<file path="src/rtl/cqs_pkg.sv">
package cqs_pkg;

   localparam int WORD_W = 32;
   localparam int ADDR_W = 7;

   // opcode values decoded from bits 3:0
   localparam logic [3:0] OPC_SETP   = 4'd1;
   localparam logic [3:0] OPC_REPORT = 4'd8;
   localparam logic [3:0] OPC_WRITE  = 4'd9;
   localparam logic [3:0] OPC_READ   = 4'd10;

   localparam logic ENG_WR = 1'b0;
   localparam logic ENG_RD = 1'b1;

   typedef enum logic [2:0] {
      SQ_IDLE,
      SQ_DECODE,
      SQ_WBYTE,
      SQ_RBYTE,
      SQ_RFLUSH
   } seq_st_e;

endpackage

</file>
<file path="src/rtl/cqs_queue_store.sv">
module cqs_queue_store #(
   parameter int DEPTH = 16,
   parameter int CNT_W = 7,
   localparam int AW   = $clog2(DEPTH)
) (
   input  logic             clk,
   input  logic             rst_n,
   input  logic             ld_en,
   input  logic [31:0]      ld_word,
   input  logic             cm_en,
   input  logic [CNT_W-1:0] cm_val,
   input  logic             clr,
   input  logic             lock,
   input  logic [AW-1:0]    rd_idx,
   output logic [31:0]      rd_word,
   output logic [CNT_W-1:0] cur_cnt,
   output logic [CNT_W-1:0] exe_cnt,
   output logic             ld_rej
);

   if (DEPTH < 2 || (DEPTH & (DEPTH - 1)) != 0) begin : g_bad_depth
      $error("cqs_queue_store: DEPTH must be a power of two of at least 2");
   end
   if ((1 << CNT_W) <= DEPTH) begin : g_bad_cnt
      $error("cqs_queue_store: CNT_W too narrow for DEPTH");
   end

   logic [31:0] mem [DEPTH];
   logic        full;
   logic        ld_ok;

   assign full    = (cur_cnt == CNT_W'(DEPTH));
   assign ld_ok   = ld_en && !full && !lock && !clr;
   assign ld_rej  = ld_en && !ld_ok;
   assign rd_word = mem[rd_idx];

   always_ff @(posedge clk) begin
      if (ld_ok) mem[cur_cnt[AW-1:0]] <= ld_word;
   end

   always_ff @(posedge clk or negedge rst_n) begin
      if (!rst_n) begin
         cur_cnt <= '0;
         exe_cnt <= '0;
      end else if (clr) begin
         cur_cnt <= '0;
         exe_cnt <= '0;
      end else begin
         if (ld_ok) cur_cnt <= cur_cnt + CNT_W'(1);
         if (cm_en && !lock) exe_cnt <= cm_val;
      end
   end

   // full queue refuses the word and keeps its count
   assert_full_reject_R2 : assert property (@(posedge clk) disable iff (!rst_n)
      (ld_en && full && !clr) |=> $stable(cur_cnt));

endmodule

</file>
<file path="src/rtl/cqs_rd_packer.sv">
module cqs_rd_packer #(
   parameter int RB_DEPTH = 8,
   localparam int PW = $clog2(RB_DEPTH),
   localparam int LW = $clog2(RB_DEPTH + 1)
) (
   input  logic          clk,
   input  logic          rst_n,
   input  logic          clr_all,
   input  logic          drop,
   input  logic          byte_en,
   input  logic [7:0]    byte_val,
   input  logic          flush,
   input  logic          pop,
   output logic [31:0]   rd_data,
   output logic [LW-1:0] level
);

   if (RB_DEPTH < 4 || (RB_DEPTH & (RB_DEPTH - 1)) != 0) begin : g_bad_rb
      $error("cqs_rd_packer: RB_DEPTH must be a power of two of at least 4");
   end

   logic [31:0]   part;
   logic [1:0]    lane;
   logic [31:0]   fifo [RB_DEPTH];
   logic [PW-1:0] hd, tl;
   logic          push, do_push, do_pop;
   logic [31:0]   push_word;

   assign push      = (byte_en && lane == 2'd3) || flush;
   assign push_word = flush ? part : {byte_val, part[23:0]};
   assign do_push   = push && !clr_all && (level != LW'(RB_DEPTH));
   assign do_pop    = pop && !clr_all && (level != '0);
   assign rd_data   = fifo[hd];

   always_ff @(posedge clk) begin
      if (do_push) fifo[tl] <= push_word;
   end

   always_ff @(posedge clk or negedge rst_n) begin
      if (!rst_n) begin
         part <= '0;
         lane <= '0;
      end else if (clr_all || drop || flush) begin
         part <= '0;
         lane <= '0;
      end else if (byte_en) begin
         if (lane == 2'd3) begin
            part <= '0;
            lane <= '0;
         end else begin
            part[int'(lane)*8 +: 8] <= byte_val;
            lane <= lane + 2'd1;
         end
      end
   end

   always_ff @(posedge clk or negedge rst_n) begin
      if (!rst_n) begin
         hd    <= '0;
         tl    <= '0;
         level <= '0;
      end else if (clr_all) begin
         hd    <= '0;
         tl    <= '0;
         level <= '0;
      end else begin
         if (do_push) tl <= tl + PW'(1);
         if (do_pop)  hd <= hd + PW'(1);
         if (do_push && !do_pop)      level <= level + LW'(1);
         else if (do_pop && !do_push) level <= level - LW'(1);
      end
   end

   // software is expected to drain before the buffer fills
   assert_no_overflow_R6 : assert property (@(posedge clk) disable iff (!rst_n)
      (push && !clr_all) |-> (level != LW'(RB_DEPTH)));

endmodule

</file>
<file path="src/rtl/cqs_sequencer.sv">
module cqs_sequencer
   import cqs_pkg::*;
#(
   parameter int CNT_W = 7
) (
   input  logic                  clk,
   input  logic                  rst_n,
   input  logic [1:0]            start,
   input  logic                  halt,
   input  logic [1:0][CNT_W-1:0] exe_cnt,
   input  logic [31:0]           word,
   output logic [CNT_W-1:0]      rd_ptr,
   output logic                  aq,
   output logic [1:0]            clr_q,
   output logic                  busy,
   output logic                  eng_req,
   output logic                  eng_kind,
   output logic                  eng_first,
   output logic                  eng_last,
   output logic [ADDR_W-1:0]     eng_addr,
   output logic [7:0]            eng_wdata,
   input  logic                  eng_done,
   input  logic                  eng_err,
   input  logic [7:0]            eng_rdata,
   output logic                  pk_byte_en,
   output logic [7:0]            pk_byte,
   output logic                  pk_flush,
   output logic                  pk_drop,
   output logic                  pk_clr_all,
   output logic [1:0]            ev_report,
   output logic                  ev_rd_done,
   output logic                  ev_error
);

   seq_st_e           st;
   logic [CNT_W-1:0]  ptr, lim;
   logic [ADDR_W-1:0] addr;
   logic [3:0]        len, bcnt;
   logic [1:0]        lane;
   logic [3:0]        opc;
   logic [3:0]        nfield;
   logic              last_b, abort, finish;

   assign opc    = word[3:0];
   assign nfield = word[7:4];
   assign last_b = (bcnt == len - 4'd1);
   assign rd_ptr = ptr;
   assign busy   = (st != SQ_IDLE);

   assign eng_req   = (st == SQ_WBYTE) || (st == SQ_RBYTE);
   assign eng_kind  = (st == SQ_RBYTE) ? ENG_RD : ENG_WR;
   assign eng_first = (bcnt == 4'd0);
   assign eng_last  = last_b;
   assign eng_addr  = addr;
   assign eng_wdata = (st == SQ_WBYTE) ? word[int'(lane)*8 +: 8] : 8'h00;

   assign abort      = !halt && eng_req && eng_done && eng_err;
   assign finish     = !halt && (st == SQ_DECODE) && (ptr >= lim);
   assign pk_byte_en = !halt && (st == SQ_RBYTE) && eng_done && !eng_err;
   assign pk_byte    = eng_rdata;
   assign pk_flush   = !halt && (st == SQ_RFLUSH);
   assign pk_drop    = abort;
   assign pk_clr_all = halt;

   always_comb begin
      clr_q = 2'b00;
      if (halt)                 clr_q = 2'b11;
      else if (finish || abort) clr_q[aq] = 1'b1;
   end

   always_ff @(posedge clk or negedge rst_n) begin
      if (!rst_n) begin
         st         <= SQ_IDLE;
         aq         <= 1'b0;
         ptr        <= '0;
         lim        <= '0;
         addr       <= '0;
         len        <= '0;
         bcnt       <= '0;
         lane       <= '0;
         ev_report  <= '0;
         ev_rd_done <= 1'b0;
         ev_error   <= 1'b0;
      end else begin
         ev_report  <= '0;
         ev_rd_done <= 1'b0;
         ev_error   <= 1'b0;
         if (halt) begin
            st <= SQ_IDLE;
         end else begin
            unique case (st)
               SQ_IDLE: begin
                  if (|start) begin
                     aq  <= !start[0];
                     ptr <= '0;
                     lim <= exe_cnt[!start[0]];
                     st  <= SQ_DECODE;
                  end
               end
               SQ_DECODE: begin
                  if (ptr >= lim) begin
                     st <= SQ_IDLE;
                  end else begin
                     unique case (opc)
                        OPC_SETP: begin
                           addr <= word[10:4];
                           ptr  <= ptr + CNT_W'(1);
                        end
                        OPC_REPORT: begin
                           if (word[8]) ev_report[aq] <= 1'b1;
                           ptr <= ptr + CNT_W'(1);
                        end
                        OPC_WRITE: begin
                           len  <= nfield;
                           bcnt <= '0;
                           lane <= 2'd1;
                           if (nfield == 4'd0) ptr <= ptr + CNT_W'(1);
                           else                st  <= SQ_WBYTE;
                        end
                        OPC_READ: begin
                           len  <= nfield;
                           bcnt <= '0;
                           ptr  <= ptr + CNT_W'(1);
                           st   <= (nfield == 4'd0) ? SQ_RFLUSH : SQ_RBYTE;
                        end
                        default: ptr <= ptr + CNT_W'(1);
                     endcase
                  end
               end
               SQ_WBYTE: begin
                  if (eng_done) begin
                     if (eng_err) begin
                        ev_error <= 1'b1;
                        st       <= SQ_IDLE;
                     end else begin
                        bcnt <= bcnt + 4'd1;
                        lane <= lane + 2'd1;
                        if (last_b || lane == 2'd3) ptr <= ptr + CNT_W'(1);
                        if (last_b) st <= SQ_DECODE;
                     end
                  end
               end
               SQ_RBYTE: begin
                  if (eng_done) begin
                     if (eng_err) begin
                        ev_error <= 1'b1;
                        st       <= SQ_IDLE;
                     end else begin
                        bcnt <= bcnt + 4'd1;
                        if (last_b) st <= SQ_RFLUSH;
                     end
                  end
               end
               SQ_RFLUSH: begin
                  ev_rd_done <= 1'b1;
                  st         <= SQ_DECODE;
               end
               default: st <= SQ_IDLE;
            endcase
         end
      end
   end

   assert_req_hold_R13 : assert property (@(posedge clk) disable iff (!rst_n)
      (eng_req && !eng_done && !halt) |=>
         (eng_req && $stable(eng_kind) && $stable(eng_wdata) &&
          $stable(eng_first) && $stable(eng_last)));

   assert_report_onehot_R8 : assert property (@(posedge clk) disable iff (!rst_n)
      $onehot0(ev_report));

   assert_halt_stops_R11 : assert property (@(posedge clk) disable iff (!rst_n)
      halt |=> !busy);

   assert_err_abort_R10 : assert property (@(posedge clk) disable iff (!rst_n)
      abort |=> (!busy && ev_error));

   assert_flush_event_R7 : assert property (@(posedge clk) disable iff (!rst_n)
      pk_flush |=> ev_rd_done);

endmodule

</file>
<file path="src/rtl/cqs_cmd_queue.sv">
module cqs_cmd_queue
   import cqs_pkg::*;
#(
   parameter int Q0_DEPTH = 64,
   parameter int Q1_DEPTH = 16,
   parameter int RB_DEPTH = 8,
   localparam int MAX_D   = (Q0_DEPTH > Q1_DEPTH) ? Q0_DEPTH : Q1_DEPTH,
   localparam int CNT_W   = $clog2(MAX_D + 1),
   localparam int LW      = $clog2(RB_DEPTH + 1)
) (
   input  logic                 clk,
   input  logic                 rst_n,
   input  logic                 ld_valid,
   input  logic                 ld_sel,
   input  logic [31:0]          ld_word,
   output logic                 ld_err,
   input  logic                 cm_valid,
   input  logic                 cm_sel,
   input  logic [CNT_W-1:0]     cm_count,
   output logic [2*CNT_W-1:0]   cur_count,
   input  logic [1:0]           start,
   input  logic                 halt,
   output logic                 busy,
   output logic                 eng_req,
   output logic                 eng_kind,
   output logic                 eng_first,
   output logic                 eng_last,
   output logic [ADDR_W-1:0]    eng_addr,
   output logic [7:0]           eng_wdata,
   input  logic                 eng_done,
   input  logic                 eng_err,
   input  logic [7:0]           eng_rdata,
   input  logic                 rb_pop,
   output logic [31:0]          rb_data,
   output logic [LW-1:0]        rb_level,
   output logic [1:0]           ev_report,
   output logic                 ev_rd_done,
   output logic                 ev_error
);

   logic [1:0][31:0]      qword;
   logic [1:0][CNT_W-1:0] qexe;
   logic [1:0]            qrej;
   logic [1:0]            clr_q;
   logic [CNT_W-1:0]      rd_ptr;
   logic                  aq;
   logic                  pk_byte_en, pk_flush, pk_drop, pk_clr_all;
   logic [7:0]            pk_byte;

   for (genvar q = 0; q < 2; q++) begin : g_q
      localparam int D   = (q == 0) ? Q0_DEPTH : Q1_DEPTH;
      localparam int QAW = $clog2(D);
      logic lock;
      assign lock = busy && (aq == 1'(q));
      cqs_queue_store #(.DEPTH(D), .CNT_W(CNT_W)) u_store (
         .clk     (clk),
         .rst_n   (rst_n),
         .ld_en   (ld_valid && (ld_sel == 1'(q))),
         .ld_word (ld_word),
         .cm_en   (cm_valid && (cm_sel == 1'(q))),
         .cm_val  (cm_count),
         .clr     (clr_q[q]),
         .lock    (lock),
         .rd_idx  (rd_ptr[QAW-1:0]),
         .rd_word (qword[q]),
         .cur_cnt (cur_count[q*CNT_W +: CNT_W]),
         .exe_cnt (qexe[q]),
         .ld_rej  (qrej[q])
      );
   end

   cqs_sequencer #(.CNT_W(CNT_W)) u_seq (
      .clk        (clk),
      .rst_n      (rst_n),
      .start      (start),
      .halt       (halt),
      .exe_cnt    (qexe),
      .word       (qword[aq]),
      .rd_ptr     (rd_ptr),
      .aq         (aq),
      .clr_q      (clr_q),
      .busy       (busy),
      .eng_req    (eng_req),
      .eng_kind   (eng_kind),
      .eng_first  (eng_first),
      .eng_last   (eng_last),
      .eng_addr   (eng_addr),
      .eng_wdata  (eng_wdata),
      .eng_done   (eng_done),
      .eng_err    (eng_err),
      .eng_rdata  (eng_rdata),
      .pk_byte_en (pk_byte_en),
      .pk_byte    (pk_byte),
      .pk_flush   (pk_flush),
      .pk_drop    (pk_drop),
      .pk_clr_all (pk_clr_all),
      .ev_report  (ev_report),
      .ev_rd_done (ev_rd_done),
      .ev_error   (ev_error)
   );

   cqs_rd_packer #(.RB_DEPTH(RB_DEPTH)) u_pack (
      .clk      (clk),
      .rst_n    (rst_n),
      .clr_all  (pk_clr_all),
      .drop     (pk_drop),
      .byte_en  (pk_byte_en),
      .byte_val (pk_byte),
      .flush    (pk_flush),
      .pop      (rb_pop),
      .rd_data  (rb_data),
      .level    (rb_level)
   );

   always_ff @(posedge clk or negedge rst_n) begin
      if (!rst_n) ld_err <= 1'b0;
      else        ld_err <= |qrej;
   end

   // a load aimed at the running queue never changes its count
   assert_busy_lock_R12 : assert property (@(posedge clk) disable iff (!rst_n)
      (ld_valid && busy && (ld_sel == aq) && !halt && clr_q == 2'b00) |=> ld_err);

endmodule

</file>
<file path="config.mk">
export PLATFORM = sky130hd
export DESIGN_NAME = cqs_cmd_queue
export DESIGN_NICKNAME = d
export VERILOG_FILES = /design/src/rtl/cqs_pkg.sv /design/src/rtl/cqs_queue_store.sv /design/src/rtl/cqs_rd_packer.sv /design/src/rtl/cqs_sequencer.sv /design/src/rtl/cqs_cmd_queue.sv
export SDC_FILE = /design/constraint.sdc
export NUM_CORES = 2
export LEC_CHECK = 0
export ABC_AREA = 1
export ABC_CLOCK_PERIOD_IN_PS = 10550
export BUFFER_PORTS_ARGS = -buffer_cell sky130_fd_sc_hd__buf_2
export CORE_UTILIZATION = 35
export DETAILED_ROUTE_END_ITERATION = 10
export GPL_ROUTABILITY_DRIVEN = 0
export PLACE_DENSITY = 0.52
export SYNTH_ARGS = -nofsm -noshare
export SYNTH_HDL_FRONTEND = slang
export SYNTH_SLANG_ARGS = --single-unit
export TNS_END_PERCENT = 10
</file>
<file path="constraint.sdc">
create_clock -name clk -period 10.55 [get_ports clk]
set_clock_uncertainty 0.05 [all_clocks]
set_input_delay 1.055 -clock clk [delete_from_list [all_inputs] [get_ports clk]]
set_output_delay 1.055 -clock clk [all_outputs]
set_load 0.03 [all_outputs]
</file>
==> Yosys cells after proc, flatten, opt, wreduce, memory -nomap -nowiden <==
Memory sizes are Yosys's and may differ from the RTL's.
Index checks and enable logic that the tools add are counted.
{ "totals": {"regBits": 112, "mem_bits_rw": 2816, "inputBits": 59, "word_cells": 239, "n_memories": 3} }
{ "memory_table": {"columns": ["name", "depth", "width", "rd", "rd_clocked_by_memory_dff", "wr", "line", "source"], "rows": [
  ["g_q[0].u_store.mem", 64, 32, 1, 0, 1, "cqs_queue_store.sv:28", "logic [31:0] mem [DEPTH];"],
  ["g_q[1].u_store.mem", 16, 32, 1, 0, 1, "cqs_queue_store.sv:28", null],
  ["u_pack.fifo", 8, 32, 1, 0, 1, "cqs_rd_packer.sv:24", "logic [31:0] fifo [RB_DEPTH];"]
]} }
{ "op_classes": {"add_sub_neg": 12, "order_cmp": 4, "eq_ne": 31, "shift": 3, "muxes": 81, "bitwise_logic": 5, "reduce_logical": 79} }
{ "ops": {"columns": ["cell", "count"], "rows": [
  ["32-bit two-way mux", 6],
  ["7-bit two-way mux", 17],
  ["3-bit two-way mux", 15],
  ["1-bit logical AND", 33],
  ["5-bit negation with 33-bit output", 1],
  ["8-bit by 33-bit variable shift with 32-bit output (first input constant)", 1],
  ["8-bit by 33-bit variable part select with 32-bit output", 1],
  ["32-bit bitwise mux", 1],
  ["32-bit by 6-bit variable part select with 8-bit output", 1],
  ["2-bit two-way mux", 14],
  ["4-bit two-way mux", 7],
  ["7-bit by 1-bit adder with 7-bit output (second input constant)", 3],
  ["7-bit one-hot mux with 3 select lines", 1],
  ["2-bit nonzero test", 9],
  ["3-bit one-hot mux with 5 select lines", 1],
  ["1-bit two-way mux", 14],
  ["2-bit != test (second input constant)", 7],
  ["1-bit zero test", 13],
  ["4-bit equality test (second input constant)", 3],
  ["6-bit AND reduction", 2],
  ["5-bit != test (second input constant)", 2],
  ["3-bit != test (second input constant)", 3],
  ["3-bit nonzero test", 3],
  ["4-bit by 1-bit adder with 4-bit output (second input constant)", 2],
  ["other kinds (33)", 55]
]} }

==> Depth between registers and ports, before layout <==
{ "logic_depth": {"ltp_word": 13, "mapped_depth": 22, "ltp_nobuf": 20} }

==> Hierarchy <==
From an unflattened synthesis, not the netlist that was laid out.
{ "hier_totals": {"cells_unflattened": 10475, "area_unflattened_um2": 121265.1} }
{ "by_module_without_submodules": {"columns": ["mod", "instances", "cells_per_inst", "area_each_um2"], "rows": [
  ["cqs_queue_store (g_q[0].u_store)", 1, 6818, 82778.1],
  ["cqs_queue_store (g_q[1].u_store)", 1, 2179, 22836.9],
  ["cqs_rd_packer", 1, 958, 12254.3],
  ["cqs_sequencer", 1, 402, 2845.2],
  ["cqs_cmd_queue", 1, 118, 550.5]
]} }

==> Worst setup path before layout <==
No wires, ideal clock.
{ "synth_path": {"path_type": "register to register", "from": "register u_seq.ptr[0] (netlist: u_seq.rd_ptr[0])", "to": "memory g_q[0].u_store.mem[15][0], enable pin", "setup_ns": 0.461, "arrival_ns": 5.162, "required_ns": 10.039, "setup_slack_ns": 4.877, "path_stages_with_launch": 22, "n_path_buf": 8, "path_cell_list": "dfrtp_1 inv_2 buf_4 buf_6 buf_6 buf_6 buf_4 buf_6 buf_6 buf_6 ha_1 nand2_1 nor2_1 nand4_1 o2111ai_1 nand2_1 nand2_1 a21oi_2 inv_1 nor2_1 inv_1 nor3_1"} }
{ "synth_between": {"elab_chain_len": 9} }
{ "synth_rtl": {"columns": ["item", "line", "source"], "rows": [
  ["start: declaration", "cqs_sequencer.sv:36", "logic [CNT_W-1:0] ptr, lim;"],
  ["start signal: assignment", "cqs_sequencer.sv:107", "ptr <= ptr + CNT_W'(1);"],
  ["start signal: assignment", "cqs_sequencer.sv:111", "ptr <= ptr + CNT_W'(1);"],
  ["start signal: assignment", "cqs_sequencer.sv:117", "if (nfield == 4'd0) ptr <= ptr + CNT_W'(1);"],
  ["7-bit >= comparator", "cqs_sequencer.sv:58", "assign finish = !halt && (st == SQ_DECODE) && (ptr >= lim);"],
  ["1-bit logical AND", "cqs_sequencer.sv:58", null],
  ["1-bit logical OR", "cqs_sequencer.sv:68", "else if (finish || abort) clr_q[aq] = 1'b1;"],
  ["2-bit two-way mux", "cqs_sequencer.sv:68", null],
  ["2-bit two-way mux", "cqs_sequencer.sv:67", "if (halt) clr_q = 2'b11;"],
  ["1-bit zero test", "cqs_queue_store.sv:33", "assign ld_ok = ld_en && !full && !lock && !clr;"],
  ["1-bit logical AND", "cqs_queue_store.sv:33", null],
  ["1-bit two-way mux", "cqs_queue_store.sv:38", "if (ld_ok) mem[cur_cnt[AW-1:0]] <= ld_word;"],
  ["1-bit two-way mux (implied by the code)", "cqs_queue_store.sv:38", null],
  ["end: declaration", "cqs_queue_store.sv:28", null]
]} }
Every way passes these cells.

==> Worst setup path after layout <==
{ "layout_path": {"from": "register u_seq.ptr[1] (netlist: u_seq.rd_ptr[1])", "to": "output port eng_wdata[3]"} }
{ "layout_between": {"elab_chain_len": 5, "elab_cells_between_ends": 6, "cone_classes": "shift (1); mux (3); memory (2)"} }
{ "layout_rtl": {"columns": ["item", "line", "source"], "rows": [
  ["memory 64 x 32 bit or memory 16 x 32 bit (tied branches)", null, null],
  ["32-bit two-way mux (implied by the code) (*) (2 in a row)", "cqs_cmd_queue.sv:78", ".word (qword[aq]),"],
  ["32-bit by 6-bit variable part select with 8-bit output (*)", "cqs_sequencer.sv:55", "assign eng_wdata = (st == SQ_WBYTE) ? word[int'(lane)*8 +: 8] : 8'h00;"],
  ["8-bit two-way mux (*)", "cqs_sequencer.sv:55", null],
  ["end: declaration", "cqs_cmd_queue.sv:29", "output logic [7:0] eng_wdata,"]
]} }
Mark *: on every way between the ends. The rest lies on a longest branch, timed or not. The select of a mux whose other input is x is not followed.

==> flow_summary.ini <==
[status]
status = complete, no violations

[worst_setup_path]
crit_arrival_ns = 6.32
criticalPathCategory = register to output port
r2r-start = u_seq.rd_ptr[0]
critPathMaxStageDelay_ns = 0.79
crit_start = u_seq.rd_ptr[1]
worst-path-buf-inv = 4
end_kind = output port
crit_required_ns = 9.45
startpoint_type = register
critPathMaxFanout = 104
cp_common_cell = o21ai_0
path_delay_family = compound AO/OA/AOI/OAI gates
crit_path_top_delay_cell = o21ai_0
cp_cell_sequence = inv_8 -> buf_12 -> buf_4 -> o21ai_0 -> o22ai_1 -> o21ai_0 -> o21ai_0 -> nand3_1 -> nand3_1 -> nand2_1 -> a21oi_1 -> buf_2

[power_and_ir_drop]
intPower_uw = 20900
p_leak_uw = 0.0440
clkPwrFrac_pct = 34.5
comb_power_share_pct = 23.8
p_sw_share_pct = 33.0
power.switching_uw = 10300
vdd_drop_max_mv = 0.170
p_per_area_mw_per_mm2 = 236
seqPwrFrac_pct = 41.7

[clock_network]
htreeDepth = 5
numClockSinks = 2928
cts_buffer_depth = 4
holdBufCountCts = 0
tritoncts = yes
clk_pin_slew_ns = 0.06
post_cts_resized = 0
postCtsSetupBuffers = 0
cts_inserted_buffers = 320
clock_insertion_delay_worst_skew_ns = 0.94
clock-root-buffer = clkbuf_16

[floorplanning]
die_area_mm2 = 0.336
die_w_um = 580
die_y_um = 580
coreArea_mm2 = 0.331
io_pins = 134
start_util_pct = 35.3
num_rows = 211

[final_layout]
syn_to_final_growth_pct = 13.6
stdcell_area_mm2 = 0.133
multi_input_area_mm2 = 0.0263
layout.nets = 9358
seq_area_mm2 = 0.0874
drive_above_1_share_pct = 9.06
fillCellCount = 31000
utilization_pct = 40.0

[synthesis]
ys_ff_latch = 2928
ys_warn_count = 0
yosysTopAreaCellShare_pct = 72.4
netlist_top_cells_count = edfxtp_1, nor2_1, o21ai_0, nand2_1, nand3_1
synth_largest_area_cell = edfxtp_1
ys.flop_type = edfxtp_1
ys_seq_area_share_pct = 74.8
synth_edf_count = 2816
synth.avg_cell_area_um2 = 12.6
netlist_top_cells_area = edfxtp_1, o21ai_0, nor2_1
async_flop_share_pct = 3.83
syn-cell-area_mm2 = 0.117
synth_cell_types = 45
syn_nets = 9321
synth_most_common_cell = edfxtp_1
syn_inst = 9235

[timing]
setup_viol = 0
rsz0062_at_grt = false
tightestPinTransition_ns = 1.28
slew_headroom_pct = 13.8
hold_violations = 0
fin_hold_ws_ns = 0.0788
period_share_pct = 70.4
final_max_slew_viol_count = 0
finalCriticalPeriod_ns = 7.42
finalSetupTns_ns = 0
fmax_ghz = 0.135

[drt]
num_vias = 76600
first_iter_violations = 9084
viasPerCell = 5.51
wl_per_cell_um = 26.6
dr.pass1.iters = 8
drc = 0
drt_wl_total_um = 370000
ant_nets = 0

[placed_design]
dp.final_hpwl_um = 193000
placed_area_mm2 = 0.123
portBuffers = 133

[global_route]
grt_pass1_vias = 72600
grt_max_degree = 190
gr-total-overflow = 0
antenna_found_initial = 22
grt_pass1_wl_um = 528000
track_usage_pct = 21.6

[flow_run]
cap_viol_max_count = 0

[min_path]
hp-class = primary input to async pin
-- sequential cells by signal (all words and copies together), names as in the netlist --
name / cells
u_pack.fifo: 256
u_seq.rd_ptr: 7
u_seq.lane: 2
u_seq.st: 3
u_pack.hd: 3
u_pack.lane: 2
u_pack.part: 32
g_q.u_store.exe_cnt: 14
u_seq.aq: 1
u_pack.tl: 3
u_seq.ev_report: 2
u_seq.bcnt: 4
u_seq.eng_addr: 7
g_q.u_store.mem: 2560
u_seq.len: 4
u_pack.level: 4
u_seq.lim: 7
u_seq.ev_rd_done: 1
ld_err: 1
u_seq.ev_error: 1
g_q.u_store.cur_cnt: 14
-- final cells by class --
type	instances	area share, %
antenna	14	0.0264
clock buffer	423	6.50
clock inverter	150	1.04
inverter	259	0.759
multi-input combinational	5447	19.8
sequential	2928	65.9
tap	4366	4.12
timing repair buffer	316	1.81
-- power groups by stage --
stage / Sequential [uW] / Clock [uW] / Combinational [uW]
5_1_grt: 13000 / 11400 / 8030
3_3_place_gp: 13300 / 0 / 7290
3_5_place_dp: 13300 / 0 / 7360
2_1_floorplan: 13200 / 0 / 4700
4_1_cts: 13000 / 11000 / 7390
6_report: 13000 / 10800 / 7420
-- metal layers --
layer  part of all wire (%)  vias to the layer above  GRT usage, %  wire, um
met3                    7.9                      503          3.24     29300
met2                     46                     3226          33.9    169000
met5                 0.0070                        -             0        26
met4                    3.0                        6          6.34     11100
met1                     43                    39100          31.0    160000
li1                       -                    33800             -         -
-- kinds of logic after synthesis --
logic type      after synthesis  share of synthesized area, %
simple gates               3247                          11.1
flops                      2928                          74.8
compound gates             2153                          10.4
buf+inv                     860                          3.19
fa+ha+maj                    27                         0.296
xor+xnor                     20                         0.150
-- worst register-to-register path: cells and delay by family (launching register included) --
family | cells | cell delay [ns]
and+or+nand+nor | 8 | 2.59
AOI/OAI and AO/OA | 2 | 0.87
adders and majority gates | 1 | 0.36
buffers and inverters | 3 | 1.73
DFF | 1 | 0.66
-- metrics by stage --
step | total power [uW] | worst slack (ns) | instances
floorplan | 17900 | 4.88 | 9235
global placement | 20500 | 3.87 | 13300
detailed placement | 20600 | 3.93 | 13300
CTS | 31400 | 2.93 | 13900
global route | 32500 | 3.03 | 13900
finish | 31200 | 3.13 | 13900
-- cells in the final DEF (no fill, tap or decap), drive strengths merged, types with 2 or more instances in the layout --
master	Yosys	final
nand3	469	469
dfrtp	112	112
a21oi	127	127
a211oi	2	2
o211ai	92	92
a31oi	41	41
nor3	32	32
clkbuf	300	423
o2111ai	2	2
nand2	1049	1049
nand4	37	37
or2	5	5
o221ai	162	162
o31ai	8	8
bufinv	0	17
nor2	1649	1649
clkinvlp	0	5
xnor2	4	4
nor3b	3	3
edfxtp	2816	2816
o21ai	1365	1365
xor2	16	16
and3	2	2
diode	0	14
ha	26	26
o21a	2	2
o21bai	2	2
buf	301	316
o22ai	347	347
clkinv	5	121
inv	254	266
-- path summary, 6_finish.rpt --
check,end,slack [ns],cells after the start
max reg2reg,g_q[0].u_store.mem[52][29],3.90,14
max in group asynchronous,u_seq.rd_ptr[0],8.99,2
min reg2reg,u_pack.part[26],0.44,2
max,eng_wdata[3],3.13,12
min in group clk,g_q[0].u_store.mem[32][22],0.29,1
min,u_pack.part[7],0.08,1
(Power assumes the default switching activity.)
